[src/rtl/rs_pkg.sv]
package rs_pkg;
  localparam int RS_NUM  = 4;
  localparam int REG_NUM = 8;
  localparam int DATA_W  = 32;
  localparam int OP_W    = 3;
  localparam int TAG_W   = $clog2(RS_NUM);
  localparam int REG_W   = $clog2(REG_NUM);

  typedef logic [TAG_W-1:0]  tag_t;
  typedef logic [REG_W-1:0]  regIdx_t;
  typedef logic [DATA_W-1:0] word_t;
  typedef logic [OP_W-1:0]   op_t;

  // pending-producer reference: pend=0 means the value is present
  typedef struct packed {
    logic pend;
    tag_t src;
  } qtag_t;

  // strobes from control to datapath
  typedef struct packed {
    logic alloc;
    tag_t allocIdx;
    logic bcast;
    tag_t bcastIdx;
    tag_t dispIdx;
  } rs_strobe_t;

  function automatic tag_t lowestSet(input logic [RS_NUM-1:0] vec);
    tag_t res;
    res = '0;
    for (int i = RS_NUM - 1; i >= 0; i--) begin
      if (vec[i]) res = tag_t'(i);
    end
    return res;
  endfunction
endpackage

[src/rtl/rs_ctrl.sv]
module rs_ctrl
  import rs_pkg::*;
(
  input  logic              clk,
  input  logic              rstN,
  input  logic              issueValid,
  output logic              issueReady,
  input  logic [RS_NUM-1:0] opsReady,
  input  logic              exAccept,
  output logic              exValid,
  input  logic [RS_NUM-1:0] doneReq,
  output rs_strobe_t        strb
);
  logic [RS_NUM-1:0] busy, started;
  logic [RS_NUM-1:0] freeVec, readyVec, reqVec;
  tag_t rrPtr, grantIdx;
  logic grantHit;

  always_comb begin
    freeVec  = ~busy;
    readyVec = busy & ~started & opsReady;
    reqVec   = doneReq & busy & started;
  end

  // round-robin search starting at rrPtr; lowest offset wins
  always_comb begin
    grantHit = 1'b0;
    grantIdx = rrPtr;
    for (int k = RS_NUM - 1; k >= 0; k--) begin
      if (reqVec[tag_t'((int'(rrPtr) + k) % RS_NUM)]) begin
        grantHit = 1'b1;
        grantIdx = tag_t'((int'(rrPtr) + k) % RS_NUM);
      end
    end
  end

  assign issueReady = |freeVec;
  assign exValid    = |readyVec;

  always_comb begin
    strb.alloc    = issueValid && issueReady;
    strb.allocIdx = lowestSet(freeVec);
    strb.bcast    = grantHit;
    strb.bcastIdx = grantIdx;
    strb.dispIdx  = lowestSet(readyVec);
  end

  always_ff @(posedge clk) begin
    if (!rstN) begin
      busy    <= '0;
      started <= '0;
      rrPtr   <= '0;
    end else begin
      if (strb.bcast) begin
        busy[strb.bcastIdx]    <= 1'b0;
        started[strb.bcastIdx] <= 1'b0;
        rrPtr <= tag_t'((int'(strb.bcastIdx) + 1) % RS_NUM);
      end
      if (exValid && exAccept) started[strb.dispIdx] <= 1'b1;
      if (strb.alloc) begin
        busy[strb.allocIdx]    <= 1'b1;
        started[strb.allocIdx] <= 1'b0;
      end
    end
  end
endmodule

[src/rtl/rs_data.sv]
module rs_data
  import rs_pkg::*;
(
  input  logic                     clk,
  input  logic                     rstN,
  input  rs_strobe_t               strb,
  input  op_t                      issueOp,
  input  regIdx_t                  issueDst,
  input  regIdx_t                  issueSrcA,
  input  regIdx_t                  issueSrcB,
  input  logic [RS_NUM*DATA_W-1:0] doneData,
  output logic [RS_NUM-1:0]        opsReady,
  output word_t                    cdbValue,
  output op_t                      exOp,
  output word_t                    exVj,
  output word_t                    exVk
);
  op_t   stOp [RS_NUM];
  word_t stVj [RS_NUM];
  word_t stVk [RS_NUM];
  qtag_t stQj [RS_NUM];
  qtag_t stQk [RS_NUM];
  word_t regVal  [REG_NUM];
  qtag_t regStat [REG_NUM];

  qtag_t qa, qb, issQj, issQk;
  word_t issVj, issVk;
  logic  hitA, hitB;

  assign cdbValue = doneData[strb.bcastIdx*DATA_W +: DATA_W];

  // operand resolution at issue, with same-cycle bus bypass
  always_comb begin
    qa    = regStat[issueSrcA];
    qb    = regStat[issueSrcB];
    hitA  = strb.bcast && qa.pend && (qa.src == strb.bcastIdx);
    hitB  = strb.bcast && qb.pend && (qb.src == strb.bcastIdx);
    issVj = hitA ? cdbValue : regVal[issueSrcA];
    issVk = hitB ? cdbValue : regVal[issueSrcB];
    issQj = hitA ? '0 : qa;
    issQk = hitB ? '0 : qb;
  end

  for (genvar i = 0; i < RS_NUM; i++) begin : g_ready
    assign opsReady[i] = !stQj[i].pend && !stQk[i].pend;
  end

  always_ff @(posedge clk) begin
    if (!rstN) begin
      for (int i = 0; i < RS_NUM; i++) begin
        stOp[i] <= '0;
        stVj[i] <= '0;
        stVk[i] <= '0;
        stQj[i] <= '0;
        stQk[i] <= '0;
      end
    end else begin
      for (int i = 0; i < RS_NUM; i++) begin
        if (strb.alloc && strb.allocIdx == tag_t'(i)) begin
          stOp[i] <= issueOp;
          stVj[i] <= issVj;
          stVk[i] <= issVk;
          stQj[i] <= issQj;
          stQk[i] <= issQk;
        end else begin
          if (strb.bcast && stQj[i].pend && stQj[i].src == strb.bcastIdx) begin
            stVj[i] <= cdbValue;
            stQj[i] <= '0;
          end
          if (strb.bcast && stQk[i].pend && stQk[i].src == strb.bcastIdx) begin
            stVk[i] <= cdbValue;
            stQk[i] <= '0;
          end
        end
      end
    end
  end

  always_ff @(posedge clk) begin
    if (!rstN) begin
      for (int r = 0; r < REG_NUM; r++) begin
        regVal[r]  <= '0;
        regStat[r] <= '0;
      end
    end else begin
      for (int r = 0; r < REG_NUM; r++) begin
        if (strb.bcast && regStat[r].pend && regStat[r].src == strb.bcastIdx) begin
          regVal[r]  <= cdbValue;
          regStat[r] <= '0;
        end
        if (strb.alloc && issueDst == regIdx_t'(r)) begin
          regStat[r] <= '{pend: 1'b1, src: strb.allocIdx};
        end
      end
    end
  end

  assign exOp = stOp[strb.dispIdx];
  assign exVj = stVj[strb.dispIdx];
  assign exVk = stVk[strb.dispIdx];
endmodule

[src/rtl/tag_rs_pool.sv]
module tag_rs_pool
  import rs_pkg::*;
(
  input  logic                     clk,
  input  logic                     rstN,
  input  logic                     issueValid,
  input  logic [OP_W-1:0]          issueOp,
  input  logic [REG_W-1:0]         issueDst,
  input  logic [REG_W-1:0]         issueSrcA,
  input  logic [REG_W-1:0]         issueSrcB,
  output logic                     issueReady,
  output logic                     exValid,
  input  logic                     exAccept,
  output logic [TAG_W-1:0]         exTag,
  output logic [OP_W-1:0]          exOp,
  output logic [DATA_W-1:0]        exVj,
  output logic [DATA_W-1:0]        exVk,
  input  logic [RS_NUM-1:0]        doneReq,
  input  logic [RS_NUM*DATA_W-1:0] doneData,
  output logic                     cdbValid,
  output logic [TAG_W-1:0]         cdbTag,
  output logic [DATA_W-1:0]        cdbValue
);
  rs_strobe_t        strb;
  logic [RS_NUM-1:0] opsReady;

  rs_ctrl u_ctrl (
    .clk       (clk),
    .rstN      (rstN),
    .issueValid(issueValid),
    .issueReady(issueReady),
    .opsReady  (opsReady),
    .exAccept  (exAccept),
    .exValid   (exValid),
    .doneReq   (doneReq),
    .strb      (strb)
  );

  rs_data u_data (
    .clk      (clk),
    .rstN     (rstN),
    .strb     (strb),
    .issueOp  (issueOp),
    .issueDst (issueDst),
    .issueSrcA(issueSrcA),
    .issueSrcB(issueSrcB),
    .doneData (doneData),
    .opsReady (opsReady),
    .cdbValue (cdbValue),
    .exOp     (exOp),
    .exVj     (exVj),
    .exVk     (exVk)
  );

  assign exTag    = strb.dispIdx;
  assign cdbValid = strb.bcast;
  assign cdbTag   = strb.bcastIdx;
endmodule

[config.mk]
export PLATFORM = sky130hd
export DESIGN_NAME = tag_rs_pool
export DESIGN_NICKNAME = d
export VERILOG_FILES = /design/src/rtl/rs_pkg.sv /design/src/rtl/rs_ctrl.sv /design/src/rtl/rs_data.sv /design/src/rtl/tag_rs_pool.sv
export SDC_FILE = /design/constraint.sdc
export NUM_CORES = 1
export LEC_CHECK = 0
export BUFFER_PORTS_ARGS = -buffer_cell sky130_fd_sc_hd__buf_4
export CORE_MARGIN = 2
export CORE_UTILIZATION = 60
export CTS_CLUSTER_DIAMETER = 80
export CTS_CLUSTER_SIZE = 40
export DETAILED_ROUTE_END_ITERATION = 10
export PLACE_DENSITY = 0.8
export REMOVE_ABC_BUFFERS = 1
export SYNTH_ARGS = -nofsm -noshare
export SYNTH_HDL_FRONTEND = slang
export SYNTH_SLANG_ARGS = --single-unit
[constraint.sdc]
create_clock -name clk -period 7.2 [get_ports clk]
set_clock_uncertainty 0.2 [all_clocks]
set_input_delay 1.44 -clock clk [delete_from_list [all_inputs] [get_ports clk]]
set_output_delay 1.44 -clock clk [all_outputs]
set_load 0.02 [all_outputs]
==> impl_metrics.prom <==
# TYPE chip_impl_metric gauge
chip_impl_info{name="outcome",value="finished clean"} 1
chip_impl_metric{name="nets",unit=""} 2389
chip_impl_metric{name="global_route_usage_over_all_layers",unit="%"} 34.3
chip_impl_metric{name="tightestPinTransition",unit="ns"} 1.23
chip_impl_metric{name="final_layout_size_suffix_gt1_share",unit="%"} 29.2
chip_impl_metric{name="drt_antenna_net_count",unit=""} 0
chip_impl_metric{name="die_width",unit="um"} 226
chip_impl_metric{name="routabilityCongestion",unit=""} 0.863
chip_impl_metric{name="reg2reg_slack",unit="ns"} 2.67
chip_impl_metric{name="cp_max_fo",unit=""} 46
chip_impl_metric{name="post_synthesis_register_bit_count",unit=""} 582
chip_impl_info{name="most_used_cell_cp",value="sky130_fd_sc_hd__buf_4"} 1
chip_impl_metric{name="netlist-cell-type-count",unit=""} 58
chip_impl_metric{name="drt-pass1-iter-count",unit=""} 9
chip_impl_metric{name="critPathMaxStageDelay",unit="ns"} 0.93
chip_impl_metric{name="cap_viol_max_count",unit=""} 0
chip_impl_metric{name="cts_buffers",unit=""} 24
chip_impl_metric{name="first_global_vias",unit=""} 21100
chip_impl_metric{name="leakage_power",unit="nW"} 12.0
chip_impl_metric{name="synthToLayoutAreaGrowth",unit="%"} 10.1
chip_impl_metric{name="clock_insertion_delay_worst_skew",unit="ns"} 0.63
chip_impl_metric{name="fp.dieH",unit="um"} 226
chip_impl_info{name="critical-path-slowest-cell",value="sky130_fd_sc_hd__nor4b_1"} 1
chip_impl_metric{name="max_slew_margin",unit="%"} 17.8
chip_impl_info{name="min_to",value="u_ctrl.busy[3]"} 1
chip_impl_info{name="chain_of_cells_forming_the_critical_path",value="nor4b_1 > nand2b_1 > nor2_4 > buf_4 > a222oi_1 > nand2_1 > buf_4"} 1
chip_impl_metric{name="clk_path_buf_depth",unit=""} 3
chip_impl_metric{name="cts.repair_timing.setup_buffer_count",unit=""} 0
chip_impl_metric{name="report.final.setup_viol",unit=""} 0
chip_impl_metric{name="totalNegativeSetupSlack",unit="ns"} 0
chip_impl_metric{name="grt_max_degree",unit=""} 80
chip_impl_metric{name="final_min_period",unit="ns"} 5.71
chip_impl_metric{name="hpwl",unit="mm"} 49.4
chip_impl_info{name="grt_setup_unrepaired",value="false"} 1
chip_impl_metric{name="vias_per_cell",unit=""} 7.21
chip_impl_metric{name="grt.overflow.total",unit=""} 0
chip_impl_metric{name="ys.warnings.count",unit=""} 0
chip_impl_metric{name="floorplan.die_area",unit="um2"} 51200
chip_impl_info{name="timing.critical_path.to_type",value="primary output"} 1
chip_impl_metric{name="slew_viol_final",unit=""} 0
chip_impl_metric{name="initial_core_util",unit="%"} 60.6
chip_impl_metric{name="synth.avg_cell_area",unit="um2"} 14.0
chip_impl_metric{name="ctsHtreeMaxLevel",unit=""} 1
chip_impl_metric{name="grt_antenna_before_repair",unit=""} 0
chip_impl_metric{name="synth_area",unit="um2"} 29600
chip_impl_metric{name="detailroute.via_count",unit=""} 21100
chip_impl_info{name="critical_path.reg2reg.startpoint",value="u_ctrl.busy[1]"} 1
chip_impl_metric{name="design.core.area",unit="um2"} 48800
chip_impl_metric{name="wl",unit="mm"} 88.6
chip_impl_metric{name="clock_sinks",unit=""} 582
chip_impl_metric{name="irDropWorstVdd",unit="V"} 0.000156
chip_impl_metric{name="hold_violations",unit=""} 0
chip_impl_metric{name="fmax",unit="MHz"} 175
chip_impl_metric{name="remaining_drc_errors",unit=""} 0
chip_impl_info{name="tritoncts_clock_tree",value="done"} 1
chip_impl_metric{name="placementRows",unit=""} 81
chip_impl_metric{name="whs_path_depth",unit=""} 2
chip_impl_info{name="holdCritStartpoint",value="u_ctrl.busy[3]"} 1
chip_impl_metric{name="dr.first_iter.drc_count",unit=""} 3604
chip_impl_metric{name="place_area",unit="um2"} 31600
chip_impl_metric{name="cts.reportedPaths.clkPinSlew",unit="ns"} 0.13
chip_impl_metric{name="synth-edff-count",unit=""} 572
chip_impl_metric{name="grt_pass1_wl",unit="mm"} 128
chip_impl_metric{name="fillCellCount",unit=""} 3418
chip_impl_metric{name="stdcell_area",unit="um2"} 32600
chip_impl_metric{name="multiInputGateArea",unit="um2"} 10900
chip_impl_metric{name="cts.hold.buffers_added",unit=""} 0
chip_impl_metric{name="critical_path_required",unit="ns"} 5.56
chip_impl_info{name="ys_dominant_reg_cell",value="sky130_fd_sc_hd__edfxtp_1"} 1
chip_impl_metric{name="pwr_density_cell",unit="nW/um2"} 213
chip_impl_metric{name="reg2regPathDepth",unit=""} 10
chip_impl_info{name="ctsRootBufferMaster",value="sky130_fd_sc_hd__clkbuf_16"} 1
chip_impl_metric{name="number_of_cells_produced_by_synthesis",unit=""} 2113
chip_impl_metric{name="register_area",unit="um2"} 17400
chip_impl_info{name="worst_min_delay_path_category",value="flop to flop"} 1
chip_impl_info{name="setup.worst_path.class",value="flop to primary output"} 1
chip_impl_info{name="regToRegEndpoint",value="u_data.stVj[2][9]"} 1
chip_impl_metric{name="synthArstFlopShare",unit="%"} 0
chip_impl_metric{name="detail_route.wl_per_cell",unit="um"} 30.3
chip_impl_metric{name="final.period_utilization",unit="%"} 79.3
chip_impl_metric{name="cts.repair.resized",unit=""} 0
chip_impl_metric{name="synth-seq-area-share",unit="%"} 58.7
chip_impl_info{name="worstSetupStartpointType",value="flop"} 1
chip_impl_metric{name="worst-endpoint-arrival",unit="ns"} 4.07
chip_impl_metric{name="port_buffers",unit=""} 253
chip_impl_metric{name="io_pins",unit=""} 254
through the flow:
step           setup slack [ns]  hold slack (ns)  power, mW  instances  utilization [%]
6_report                   1.49            0.400       6.95       2923             66.7
5_1_grt                    1.34            0.415       7.09       2922             66.7
4_1_cts                    1.53            0.373       6.91       2922             66.7
3_5_place_dp               1.54            0.341       5.00       2879             64.7
3_3_place_gp               1.63            0.328       4.95       2879             64.7
2_1_floorplan             -8.99            0.284       4.56       1910                -
per-layer routing:
layer / routed length (um) / track usage, %
met5: 0 / 0
met4: 4830 / 17.3
met3: 12300 / 6.84
met2: 43400 / 57.8
met1: 28000 / 42.3
cell families (layout without fill, tap and decap cells):
logic type      after synthesis  count (layout)  share of synthesized area (%)
flops                       582             582                           58.7
other cells                   0               1                              0
buf+inv                     248             393                           4.93
simple gates                580             580                           8.69
mux                         274             274                           15.3
compound gates              392             392                           11.3
xor+xnor                     37              37                           1.14
power by group:
| group | total, mW | internal [mW] | switching (mW) | leakage (nW) |
|---|---|---|---|---|
| registers | 3.97 | 3.90 | 0.0734 | 6.03 |
| logic | 0.974 | 0.365 | 0.609 | 5.51 |
| clock network | 2.01 | 0.804 | 1.21 | 0.474 |
worst max-delay path: cells and delay by family (launching register included):
family                 cells  cell delay [ns]
AOI/OAI and AO/OA          1             0.45
buffers and inverters      2             0.62
DFF                        1             0.63
and+or+nand+nor            4             1.71
synth_stat cells, types with 43 or more instances:
cell type	number	area, um2
sky130_fd_sc_hd__buf_2	63	315
sky130_fd_sc_hd__nand2_1	172	646
sky130_fd_sc_hd__a222oi_1	67	671
sky130_fd_sc_hd__clkbuf_1	56	210
sky130_fd_sc_hd__o22ai_2	45	563
sky130_fd_sc_hd__edfxtp_1	572	17200
sky130_fd_sc_hd__buf_4	43	323
sky130_fd_sc_hd__mux2i_1	101	1010
sky130_fd_sc_hd__o22ai_1	211	1320
sky130_fd_sc_hd__mux4_2	140	3150
sky130_fd_sc_hd__nor2_1	270	1010
sky130_fd_sc_hd__inv_1	44	165
cell type report:
cell class,instances,area share [%]
Tap cell,664,2.55
Timing Repair Buffer,305,7.18
Clock buffer,25,1.92
Multi-Input combinational cell,1283,33.4
Inverter,45,0.518
Clock inverter,18,1.12
Antenna cell,1,0.00767
Sequential cell,582,53.3
placed cells by master, fill, tap and decap left out, types with 4 or more instances in the layout:
| cell type | instances |
|---|---|
| sky130_fd_sc_hd__and4_1 | 6 |
| sky130_fd_sc_hd__xnor2_1 | 27 |
| sky130_fd_sc_hd__xor2_1 | 8 |
| sky130_fd_sc_hd__or3_1 | 4 |
| sky130_fd_sc_hd__inv_1 | 44 |
| sky130_fd_sc_hd__or2_2 | 7 |
| sky130_fd_sc_hd__mux2i_1 | 101 |
| sky130_fd_sc_hd__nor2_1 | 267 |
| sky130_fd_sc_hd__and2_1 | 15 |
| sky130_fd_sc_hd__nand3_1 | 21 |
| sky130_fd_sc_hd__edfxtp_1 | 572 |
| sky130_fd_sc_hd__a222oi_1 | 67 |
| sky130_fd_sc_hd__a31o_2 | 5 |
| sky130_fd_sc_hd__a21oi_2 | 10 |
| sky130_fd_sc_hd__a21oi_4 | 28 |
| sky130_fd_sc_hd__nand4_1 | 15 |
| sky130_fd_sc_hd__o22ai_1 | 211 |
| sky130_fd_sc_hd__a22oi_1 | 4 |
| sky130_fd_sc_hd__nor2b_1 | 34 |
| sky130_fd_sc_hd__buf_12 | 4 |
| sky130_fd_sc_hd__dfxtp_1 | 10 |
| sky130_fd_sc_hd__nand2_2 | 6 |
| sky130_fd_sc_hd__nor2_2 | 13 |
| sky130_fd_sc_hd__clkbuf_16 | 25 |
| sky130_fd_sc_hd__inv_16 | 7 |
| sky130_fd_sc_hd__nand2_1 | 166 |
| sky130_fd_sc_hd__mux4_2 | 140 |
| sky130_fd_sc_hd__nand2b_1 | 4 |
| sky130_fd_sc_hd__o22ai_2 | 45 |
| sky130_fd_sc_hd__buf_4 | 301 |
| sky130_fd_sc_hd__mux2_2 | 33 |
state kept, by name, indices dropped and copies added (netlist names):
register        cells
u_ctrl.started      4
u_data.regStat     24
u_ctrl.rrPtr        2
u_data.stQk        12
u_data.stVk       128
u_data.regVal     256
u_ctrl.busy         4
u_data.stVj       128
u_data.stQj        12
u_data.stOp        12
worst max path at each step:
| stage | startpoint | to | slack (ns) | cells past startpoint |
|---|---|---|---|---|
| 2_1_floorplan | doneReq[3] | u_data.stQj[3][0] | -8.99 | 5 |
| 3_3_place_gp | doneReq[1] | cdbValue[27] | 1.63 | 9 |
| 3_5_place_dp | doneReq[1] | cdbValue[27] | 1.54 | 9 |
| 4_1_cts | doneReq[1] | cdbValue[27] | 1.53 | 9 |
| 5_1_grt | u_ctrl.busy[0] | exVj[8] | 1.34 | 7 |
| 6_report | u_ctrl.busy[0] | exVk[8] | 1.49 | 7 |
Note: power is estimated with default switching activity, not from simulation.
